==> config.mk <==
export PLATFORM = sky130hd
export DESIGN_NAME = store_fwd_buffer
export DESIGN_NICKNAME = d
export VERILOG_FILES = /design/src/rtl/sbuf_pkg.sv /design/src/rtl/sbuf_queue.sv /design/src/rtl/sbuf_fwd.sv /design/src/rtl/store_fwd_buffer.sv
export SDC_FILE = /design/constraint.sdc
export NUM_CORES = 1
export LEC_CHECK = 0
export BUFFER_PORTS_ARGS = -buffer_cell sky130_fd_sc_hd__buf_4
export CAP_MARGIN = 15
export CORE_ASPECT_RATIO = 0.8
export CORE_MARGIN = 2
export CORE_UTILIZATION = 50
export DETAILED_ROUTE_END_ITERATION = 7
export PLACE_DENSITY = 0.71
export SYNTH_ARGS = -nofsm -noshare
export SYNTH_HDL_FRONTEND = slang
export SYNTH_SLANG_ARGS = --single-unit
==> constraint.sdc <==
create_clock -name clk -period 4.24 [get_ports clk]
set_input_delay 0.848 -clock clk [delete_from_list [all_inputs] [get_ports clk]]
set_output_delay 0.848 -clock clk [all_outputs]
set_load 0.01 [all_outputs]
==> src/rtl/sbuf_pkg.sv <==
package sbuf_pkg;

    parameter int ADDR_W = 32;
    parameter int DATA_W = 32;
    localparam int LANE_W = 8;
    localparam int BE_W   = DATA_W / LANE_W;

    typedef struct packed {
        logic [ADDR_W-1:0] addr;
        logic [DATA_W-1:0] data;
        logic [BE_W-1:0]   be;
    } sb_entry_t;

    // Overlay the enabled lanes of nval onto base.
    function automatic logic [DATA_W-1:0] lane_overlay(
        input logic [DATA_W-1:0] base,
        input logic [DATA_W-1:0] nval,
        input logic [BE_W-1:0]   en
    );
        logic [DATA_W-1:0] res;
        res = base;
        for (int i = 0; i < BE_W; i++) begin
            if (en[i]) res[i*LANE_W +: LANE_W] = nval[i*LANE_W +: LANE_W];
        end
        return res;
    endfunction

    // Wrap an index sum back into [0, depth).
    function automatic int unsigned wrap_idx(input int unsigned v, input int unsigned depth);
        return (v >= depth) ? v - depth : v;
    endfunction

endpackage

==> src/rtl/sbuf_queue.sv <==
module sbuf_queue
    import sbuf_pkg::*;
#(
    parameter int DEPTH = 4
) (
    input  logic                  clk,
    input  logic                  rst,
    input  logic                  push,
    input  sb_entry_t             push_entry,
    input  logic                  pop,
    output sb_entry_t             head,
    output logic                  full,
    output logic                  empty,
    output sb_entry_t [DEPTH-1:0] aged,      // index 0 is oldest
    output logic      [DEPTH-1:0] aged_vld
);

    localparam int PTR_W = (DEPTH > 1) ? $clog2(DEPTH) : 1;
    localparam int CNT_W = $clog2(DEPTH + 1);

    sb_entry_t [DEPTH-1:0] slots;
    logic [PTR_W-1:0] wr_ptr, rd_ptr;
    logic [CNT_W-1:0] occ;

    function automatic logic [PTR_W-1:0] ptr_inc(input logic [PTR_W-1:0] p);
        return (p == PTR_W'(DEPTH - 1)) ? '0 : p + 1'b1;
    endfunction

    assign full  = (occ == CNT_W'(DEPTH));
    assign empty = (occ == '0);
    assign head  = slots[rd_ptr];

    always_ff @(posedge clk) begin
        if (rst) begin
            wr_ptr <= '0;
            rd_ptr <= '0;
            occ    <= '0;
        end else begin
            if (push) wr_ptr <= ptr_inc(wr_ptr);
            if (pop)  rd_ptr <= ptr_inc(rd_ptr);
            case ({push, pop})
                2'b10:   occ <= occ + 1'b1;
                2'b01:   occ <= occ - 1'b1;
                default: occ <= occ;
            endcase
        end
    end

    always_ff @(posedge clk) begin
        if (push) slots[wr_ptr] <= push_entry;
    end

    generate
        for (genvar k = 0; k < DEPTH; k++) begin : g_age
            logic [PTR_W-1:0] slot_idx;
            assign slot_idx    = PTR_W'(wrap_idx(int'(rd_ptr) + k, DEPTH));
            assign aged[k]     = slots[slot_idx];
            assign aged_vld[k] = (CNT_W'(k) < occ);
        end
    endgenerate

endmodule

==> src/rtl/sbuf_fwd.sv <==
module sbuf_fwd
    import sbuf_pkg::*;
#(
    parameter int DEPTH = 4
) (
    input  sb_entry_t [DEPTH-1:0] aged,
    input  logic      [DEPTH-1:0] aged_vld,
    input  logic [ADDR_W-1:0]     ld_addr,
    input  logic [BE_W-1:0]       ld_be,
    output logic                  ld_hit,
    output logic [DATA_W-1:0]     ld_data
);

    logic [DEPTH-1:0]  match;
    logic [BE_W-1:0]   covered;
    logic [DATA_W-1:0] merged;

    generate
        for (genvar k = 0; k < DEPTH; k++) begin : g_cmp
            assign match[k] = aged_vld[k] && (aged[k].addr == ld_addr);
        end
    endgenerate

    // Walk oldest to youngest so younger lanes overwrite older ones.
    always_comb begin
        covered = '0;
        merged  = '0;
        for (int k = 0; k < DEPTH; k++) begin
            if (match[k]) begin
                merged  = lane_overlay(merged, aged[k].data, aged[k].be & ld_be);
                covered = covered | (aged[k].be & ld_be);
            end
        end
    end

    assign ld_data = merged;
    assign ld_hit  = (ld_be != '0) && (covered == ld_be);

endmodule

==> src/rtl/store_fwd_buffer.sv <==
module store_fwd_buffer
    import sbuf_pkg::*;
#(
    parameter int DEPTH = 4
) (
    input  logic              clk,
    input  logic              rst,
    input  logic              st_valid,
    output logic              st_ready,
    input  logic [ADDR_W-1:0] st_addr,
    input  logic [DATA_W-1:0] st_data,
    input  logic [BE_W-1:0]   st_be,
    input  logic [ADDR_W-1:0] ld_addr,
    input  logic [BE_W-1:0]   ld_be,
    output logic              ld_hit,
    output logic [DATA_W-1:0] ld_data,
    output logic              dr_valid,
    input  logic              dr_ready,
    output logic [ADDR_W-1:0] dr_addr,
    output logic [DATA_W-1:0] dr_data,
    output logic [BE_W-1:0]   dr_be
);

    sb_entry_t             in_entry, head;
    sb_entry_t [DEPTH-1:0] aged;
    logic      [DEPTH-1:0] aged_vld;
    logic                  full, empty, push, pop;

    assign in_entry = '{addr: st_addr, data: st_data, be: st_be};
    assign st_ready = !full;
    assign push     = st_valid && st_ready;
    assign dr_valid = !empty;
    assign pop      = dr_valid && dr_ready;
    assign dr_addr  = head.addr;
    assign dr_data  = head.data;
    assign dr_be    = head.be;

    sbuf_queue #(.DEPTH(DEPTH)) u_queue (
        .clk        (clk),
        .rst        (rst),
        .push       (push),
        .push_entry (in_entry),
        .pop        (pop),
        .head       (head),
        .full       (full),
        .empty      (empty),
        .aged       (aged),
        .aged_vld   (aged_vld)
    );

    sbuf_fwd #(.DEPTH(DEPTH)) u_fwd (
        .aged     (aged),
        .aged_vld (aged_vld),
        .ld_addr  (ld_addr),
        .ld_be    (ld_be),
        .ld_hit   (ld_hit),
        .ld_data  (ld_data)
    );

endmodule

* Word-level counts from Yosys, hierarchy flattened
Index checks and enable logic that the tools add are counted.
Cells by class: $add $sub $neg 11, multiply operators 0, div/mod/pow operators 0, $lt $le $gt $ge 15, equal/unequal tests 10, shift-type cells 0, mux-type cells 44, bitwise operators 7, reduce and logical (&&, ||, !) cells 13
Operator list (count):
- $bmux 68 s2 | 5
- $mux 68 | 6
- $bwmux 272 | 1
- $demux 68 s2 | 1
- $eq 32x32->1 | 4
- $mux 32 | 4
- $mux 8 | 16
- $lt 2x3->1 const B | 6
- $and 4x4->4 | 4
- $mux 4 | 4
- $mux 2 | 6
- $or 4x4->4 | 3
- $ge 3x3->1 const B | 3
- $logic_and 1x1->1 | 8
- $sub 2x1->2 const B | 4
- $add 2x2->3 const B | 2
- $eq 2x2->1 const B | 3
- $lt 1x3->1 const A | 2
- $lt 2x3->1 const A | 2
- $pmux 3 s2 | 1
- $add 2x1->2 const B | 2
- $eq 4x4->1 | 1
- $reduce_bool 4->1 | 1
- $add 2x1->3 const B | 1
- 9 further kinds | 10
Storage, ports and cells: bits in registers 279, bits in latches 0, RAM bits 0, ROM bits 0, output and inout bits 103, word-level logic and storage cells 115, memories 0

* Logic depth before layout (Yosys ltp)
word-level depth 15, gate-level depth with buffers 15

* Modules after synthesis
From an unflattened synthesis, not the netlist that was laid out.
Second synthesis, totals: cells, all modules 1125, area total of the unflattened synthesis 18675.4 um2
By module, submodules not included:
- sbuf_queue | times used 1, cells each 725, area each 15920.3 um2, sequential area each 8308.0 um2
- sbuf_fwd | times used 1, cells each 396, area each 2735.1 um2, sequential area each 0.0 um2
- store_fwd_buffer | times used 1, cells each 4, area each 20.0 um2, sequential area each 0.0 um2

* Least setup slack after synthesis
No wires, ideal clock.
kind input -> output, from input ld_addr[17], to output ld_data[0], data arrival time 3.539 ns, data required time 3.392 ns, setup slack -0.147 ns, stages 11, buffers on the path 3, cells stage by stage clkbuf_1 -> and2_1 -> a2bb2oi_1 -> o2111ai_1 -> or4_1 -> or4_1 -> clkbuf_1 -> nor2_1 -> clkbuf_1 -> a211oi_1 -> a222oi_1
Between the ends: longest elaborated chain between the ends 9, elaborated cells on any way between the ends 15, classes of those cells 4 x eq/ne; 7 x mux; 4 x reduce/logical
RTL lines:
- start, declared | RTL line store_fwd_buffer.sv:13 | input logic [ADDR_W-1:0] ld_addr,
- $eq 32x32->1 | RTL line sbuf_fwd.sv:20 | assign match[k] = aged_vld[k] && (aged[k].addr == ld_addr);
- $logic_and 1x1->1 | RTL line sbuf_fwd.sv:20
- $mux 32 | RTL line sbuf_fwd.sv:29 | if (match[k]) begin
- $mux 8 | RTL line sbuf_pkg.sv:23 | if (en[i]) res[i*LANE_W +: LANE_W] = nval[i*LANE_W +: LANE_W];
- $mux 32 | RTL line sbuf_fwd.sv:29
- $mux 8 | RTL line sbuf_pkg.sv:23
- $mux 32 | RTL line sbuf_fwd.sv:29
- $mux 8 | RTL line sbuf_pkg.sv:23
- $mux 32 (*) | RTL line sbuf_fwd.sv:29
- end, declared | RTL line store_fwd_buffer.sv:16 | output logic [DATA_W-1:0] ld_data,
Every way passes the cells marked *; elsewhere a longest branch is shown, timed or not.

* Worst setup path in the final report
from register u_queue.rd_ptr[0], to output ld_data[21]
Between the ends: longest elaborated chain between the ends 13, elaborated cells on any way between the ends 43, classes of those cells 7 x add/sub; 4 x order compare; 4 x eq/ne; 20 x mux; 4 x bitwise; 4 x reduce/logical
RTL lines:
- start, declared | RTL line sbuf_queue.sv:22 | logic [PTR_W-1:0] wr_ptr, rd_ptr;
- start signal, assigned | RTL line sbuf_queue.sv:40 | if (pop) rd_ptr <= ptr_inc(rd_ptr);
- branches (longest 12 deep; another with $add 2x1->3)
- $mux 32 (*) | RTL line sbuf_fwd.sv:29
Every way passes the cells marked *. The select of a mux whose other input is x is not followed.

==> impl_metrics.py <==
metrics = {
    "run_status": {
        "status": "finished, violations left",
        "violations": "negative setup slack",
    },
    "sta": {
        "worst_clock_skew_ps": 10.42,
        "final_max_slew_viol_count": 0,
        "fin_ws_ps": -932.7,
        "setup-violations-final": 33,
        "holdWs_ps": 470.6,
        "worstMarginPinSlew_ps": 996.8,
        "period_share_pct": 122.0,
        "finalSetupTns_ps": -26000,
        "final.min_clock_period_ps": 5173,
        "hold_violations": 0,
        "max-slew-margin-rel_pct": 33.55,
        "rsz0062_at_grt": "true",
        "clock.fmax_mhz": 193.3,
    },
    "worst_setup_path": {
        "cp_cell_sequence": "buf_4 > buf_16 > buf_4 > mux2i_1 > buf_4 > buf_4 > o2bb2ai_1 > nor3_1 > o22ai_1 > or4_4 > buf_6 > o32ai_4 > buf_12 > a21oi_1 > a222oi_1 > buf_4",
        "worstPathArrival_ps": 4320,
        "cp-start-kind": "flop",
        "criticalPathCategory": "flop to output port",
        "endpoint_kind": "output port",
        "crit_buf_inv": 8,
        "crit_fanout": 9,
        "cp.required_ps": 3390,
        "cp_top_family": "buffers and inverters",
        "worst_path_most_repeated_cell": "buf_4",
        "crit_path_max_incr_delay_ps": 560,
        "cp_slowest_cell": "or4_4",
    },
    "global_routing": {
        "top_usage_layer": "met2",
        "grt_use_total_pct": 29.27,
        "grt_pass1_wl_um": 84950,
        "use_met3_pct": 5.048,
        "use_met2_pct": 45.20,
        "grt_use_met1_pct": 43.59,
        "grt_max_degree": 113,
        "grt-ovfl-total": 0,
        "grt_pass1_vias": 14083,
        "antenna_found_initial": 2,
    },
    "die": {
        "ios": 211,
        "die_h_um": 175.1,
        "die_width_um": 217.9,
        "core.rowCount": 62,
        "core_mm2": 0.03599,
        "initial_core_util_pct": 50.83,
        "dieArea_mm2": 0.03815,
    },
    "detailed_routing": {
        "wl_um": 56420,
        "dr.pass1.iters": 7,
        "drcViolationCount": 0,
        "drt_iter0_markers": 1571,
        "drtAntennaViolNets": 0,
        "vias_per_cell": 6.308,
        "vias": 14421,
        "wire_per_inst_um": 24.68,
    },
    "flow_run": {
        "drv_cap": 0,
    },
    "clock_network": {
        "tritoncts": "done",
        "cts_hold_buf": 0,
        "clk_latency_ps": 580,
        "cts_root_buf": "clkbuf_16",
        "path_clk_slew_ps": 60,
        "cts_sinks": 279,
        "htreeDepth": 1,
        "clk_path_buf_depth": 3,
        "cts-buffers-inserted": 30,
    },
    "synthesis": {
        "syn_nets": 1509,
        "synth_top_area_share_pct": 44.65,
        "ys_seq_elements": 279,
        "synthDistinctLibCells": 68,
        "syn-mean-instance-area_um2": 13.15,
        "synth-edff-count": 272,
        "netlist_area_mm2": 0.01830,
        "yosys.area.top_type": "edfxtp_1",
        "yosys-top-cells-area": "edfxtp_1 (45%), mux4_2 (15%), mux2i_1 (9.1%), xnor2_1 (2.9%), mux2_2 (2.6%)",
        "async_flop_share_pct": 0,
        "synthCells": 1391,
        "yosysWarningCount": 0,
        "dominantRegCellSynth": "edfxtp_1",
        "yosysSeqAreaShare_pct": 45.41,
    },
    "power": {
        "intPower_mw": 7.390,
        "seqPwrFrac_pct": 29.7,
        "switching_share_pct": 35.31,
        "p_clk_share_pct": 22.0,
        "powerDensity_mw_per_mm2": 485.5,
        "combPwrFrac_pct": 48.3,
        "ir_drop_mv": 0.3254,
        "switchingPower_mw": 4.034,
        "p_leak_nw": 8.457,
    },
    "placed_design": {
        "portBuffers": 210,
        "dpl.hpwl_um": 40780,
        "gp_congestion": 0.9559,
    },
    "cells_and_area": {
        "final_common_cell": "buf_4",
        "layout-drive-gt1-share_pct": 41.96,
        "final_cell_mix": "buf_4 (427), edfxtp_1 (272), mux2i_1 (155), mux4_2 (121), nand2_1 (104)",
        "nFillCells": 2648,
        "area_growth_pct": 28.62,
        "nets": 1898,
    },
    "min_path": {
        "hold_path.class": "primary input to flop",
    },
}
==> registers in the layout, indices dropped and copies added, names as in the netlist <==
register / count
u_queue.rd_ptr: 2
u_queue.wr_ptr: 2
u_queue.slots: 272
u_queue.occ: 3
==> worst paths after layout <==
path	from	cells after the start	endpoint	slack [ps]
setup / recovery	u_queue.rd_ptr[0]$_SDFFE_PP0P_	16	ld_data[21]	-930
hold / removal	st_data[12]	1	u_queue.slots[84]$_DFFE_PP_	470
hold reg to reg	u_queue.wr_ptr[1]$_SDFFE_PP0P_	2	u_queue.wr_ptr[1]$_SDFFE_PP0P_	500
setup reg to reg	u_queue.occ[0]$_SDFFE_PP0P_	6	u_queue.slots[133]$_DFFE_PP_	1730
==> logic make-up (layout without fill, tap and decap cells) <==
| kind of cell | Yosys count | after routing | share of synthesized area (%) |
|---|---|---|---|
| AO/OA/AOI/OAI | 240 | 240 | 9.616 |
| XOR/XNOR | 115 | 115 | 5.505 |
| adder cells (fa/ha/maj) | 10 | 10 | 0.6839 |
| buffers and inverters | 159 | 572 | 4.213 |
| flip-flops | 279 | 279 | 45.41 |
| multiplexers | 331 | 331 | 26.68 |
| other | 0 | 2 | 0 |
| AND/OR/NAND/NOR | 257 | 257 | 7.892 |
==> routing by layer <==
layer	part of all wire, %	up-vias	routed length (µm)
met3	8.4	78	4720
met4	2.1	0	1201
met2	45	644	25520
met1	44	7338	24980
li1	-	6361	-
met5	0	-	0
==> power groups by stage <==
stage	logic (mW)	clock network, mW	registers (mW)
floorplan	3.29	0	3.40
global placement	5.16	0	3.42
CTS	5.41	2.56	3.39
detailed placement	5.20	0	3.44
finish	5.52	2.51	3.39
global route	5.87	2.66	3.41
==> cell usage after synthesis (all sizes together), types with 5 or more instances <==
| cell | number |
|---|---|
| edfxtp | 272 |
| mux2i | 167 |
| mux4 | 121 |
| nand2 | 105 |
| o21ai | 83 |
| buf | 68 |
| xnor2 | 61 |
| xor2 | 54 |
| inv | 47 |
| clkbuf | 43 |
| mux2 | 43 |
| a222oi | 33 |
| a21oi | 32 |
| nor2 | 31 |
| nand4b | 27 |
| nor3 | 22 |
| nand4 | 20 |
| a211oi | 18 |
| nor4 | 15 |
| ha | 10 |
| nand3 | 10 |
| o2bb2ai | 10 |
| o22ai | 9 |
| a2111oi | 8 |
| a311oi | 8 |
| a2bb2oi | 7 |
| dfxtp | 7 |
| a22oi | 6 |
| and2 | 6 |
| or2 | 5 |
==> cell type report <==
cell class              instances  area, µm²  share of cell area [%]
repair buffers                468       3882                   16.50
well taps                     480      600.6                   2.552
diodes                          2      5.005                 0.02127
clock inverters                15      116.4                  0.4945
multi-input cells             953       9599                   40.79
inverters                      48      180.2                  0.7657
flip-flops and latches        279       8315                   35.34
clock buffers                  41      832.0                   3.536
==> worst register-to-register path, delay by kind of cell (launching register included) <==
kind / cells / cell delay [ps]
adder cells (fa/ha/maj): 1 / 210
buffers and inverters: 3 / 650
flip-flops: 1 / 390
AND/OR/NAND/NOR: 2 / 930
==> through the flow <==
| step | power (mW) | setup WS [ps] | util, % | std cells | area (µm²) |
|---|---|---|---|---|---|
| finish | 11.42 | -932.7 | 65.37 | 2286 | 23530 |
| CTS | 11.36 | -879.7 | 64.91 | 2281 | 23360 |
| detailed placement | 8.644 | -418.4 | 60.93 | 2206 | 21930 |
| floorplan | 6.692 | 2.673 | - | 1391 | 18350 |
| global route | 11.94 | -987.3 | 65.37 | 2286 | 23530 |
| global placement | 8.582 | -353.4 | 60.93 | 2206 | 21930 |
==> repair_timing <==
item | in CTS | in global routing
pin swaps | 34 | 16
endpoints found under the setup margin | 33 | 33
gates resized for setup | 51 | 31
setup buffers | 16 | 2
gates cloned | 3 | 1
endpoints found under the hold margin | 0 | 0
Note: power is estimated with default switching activity, not from simulation.
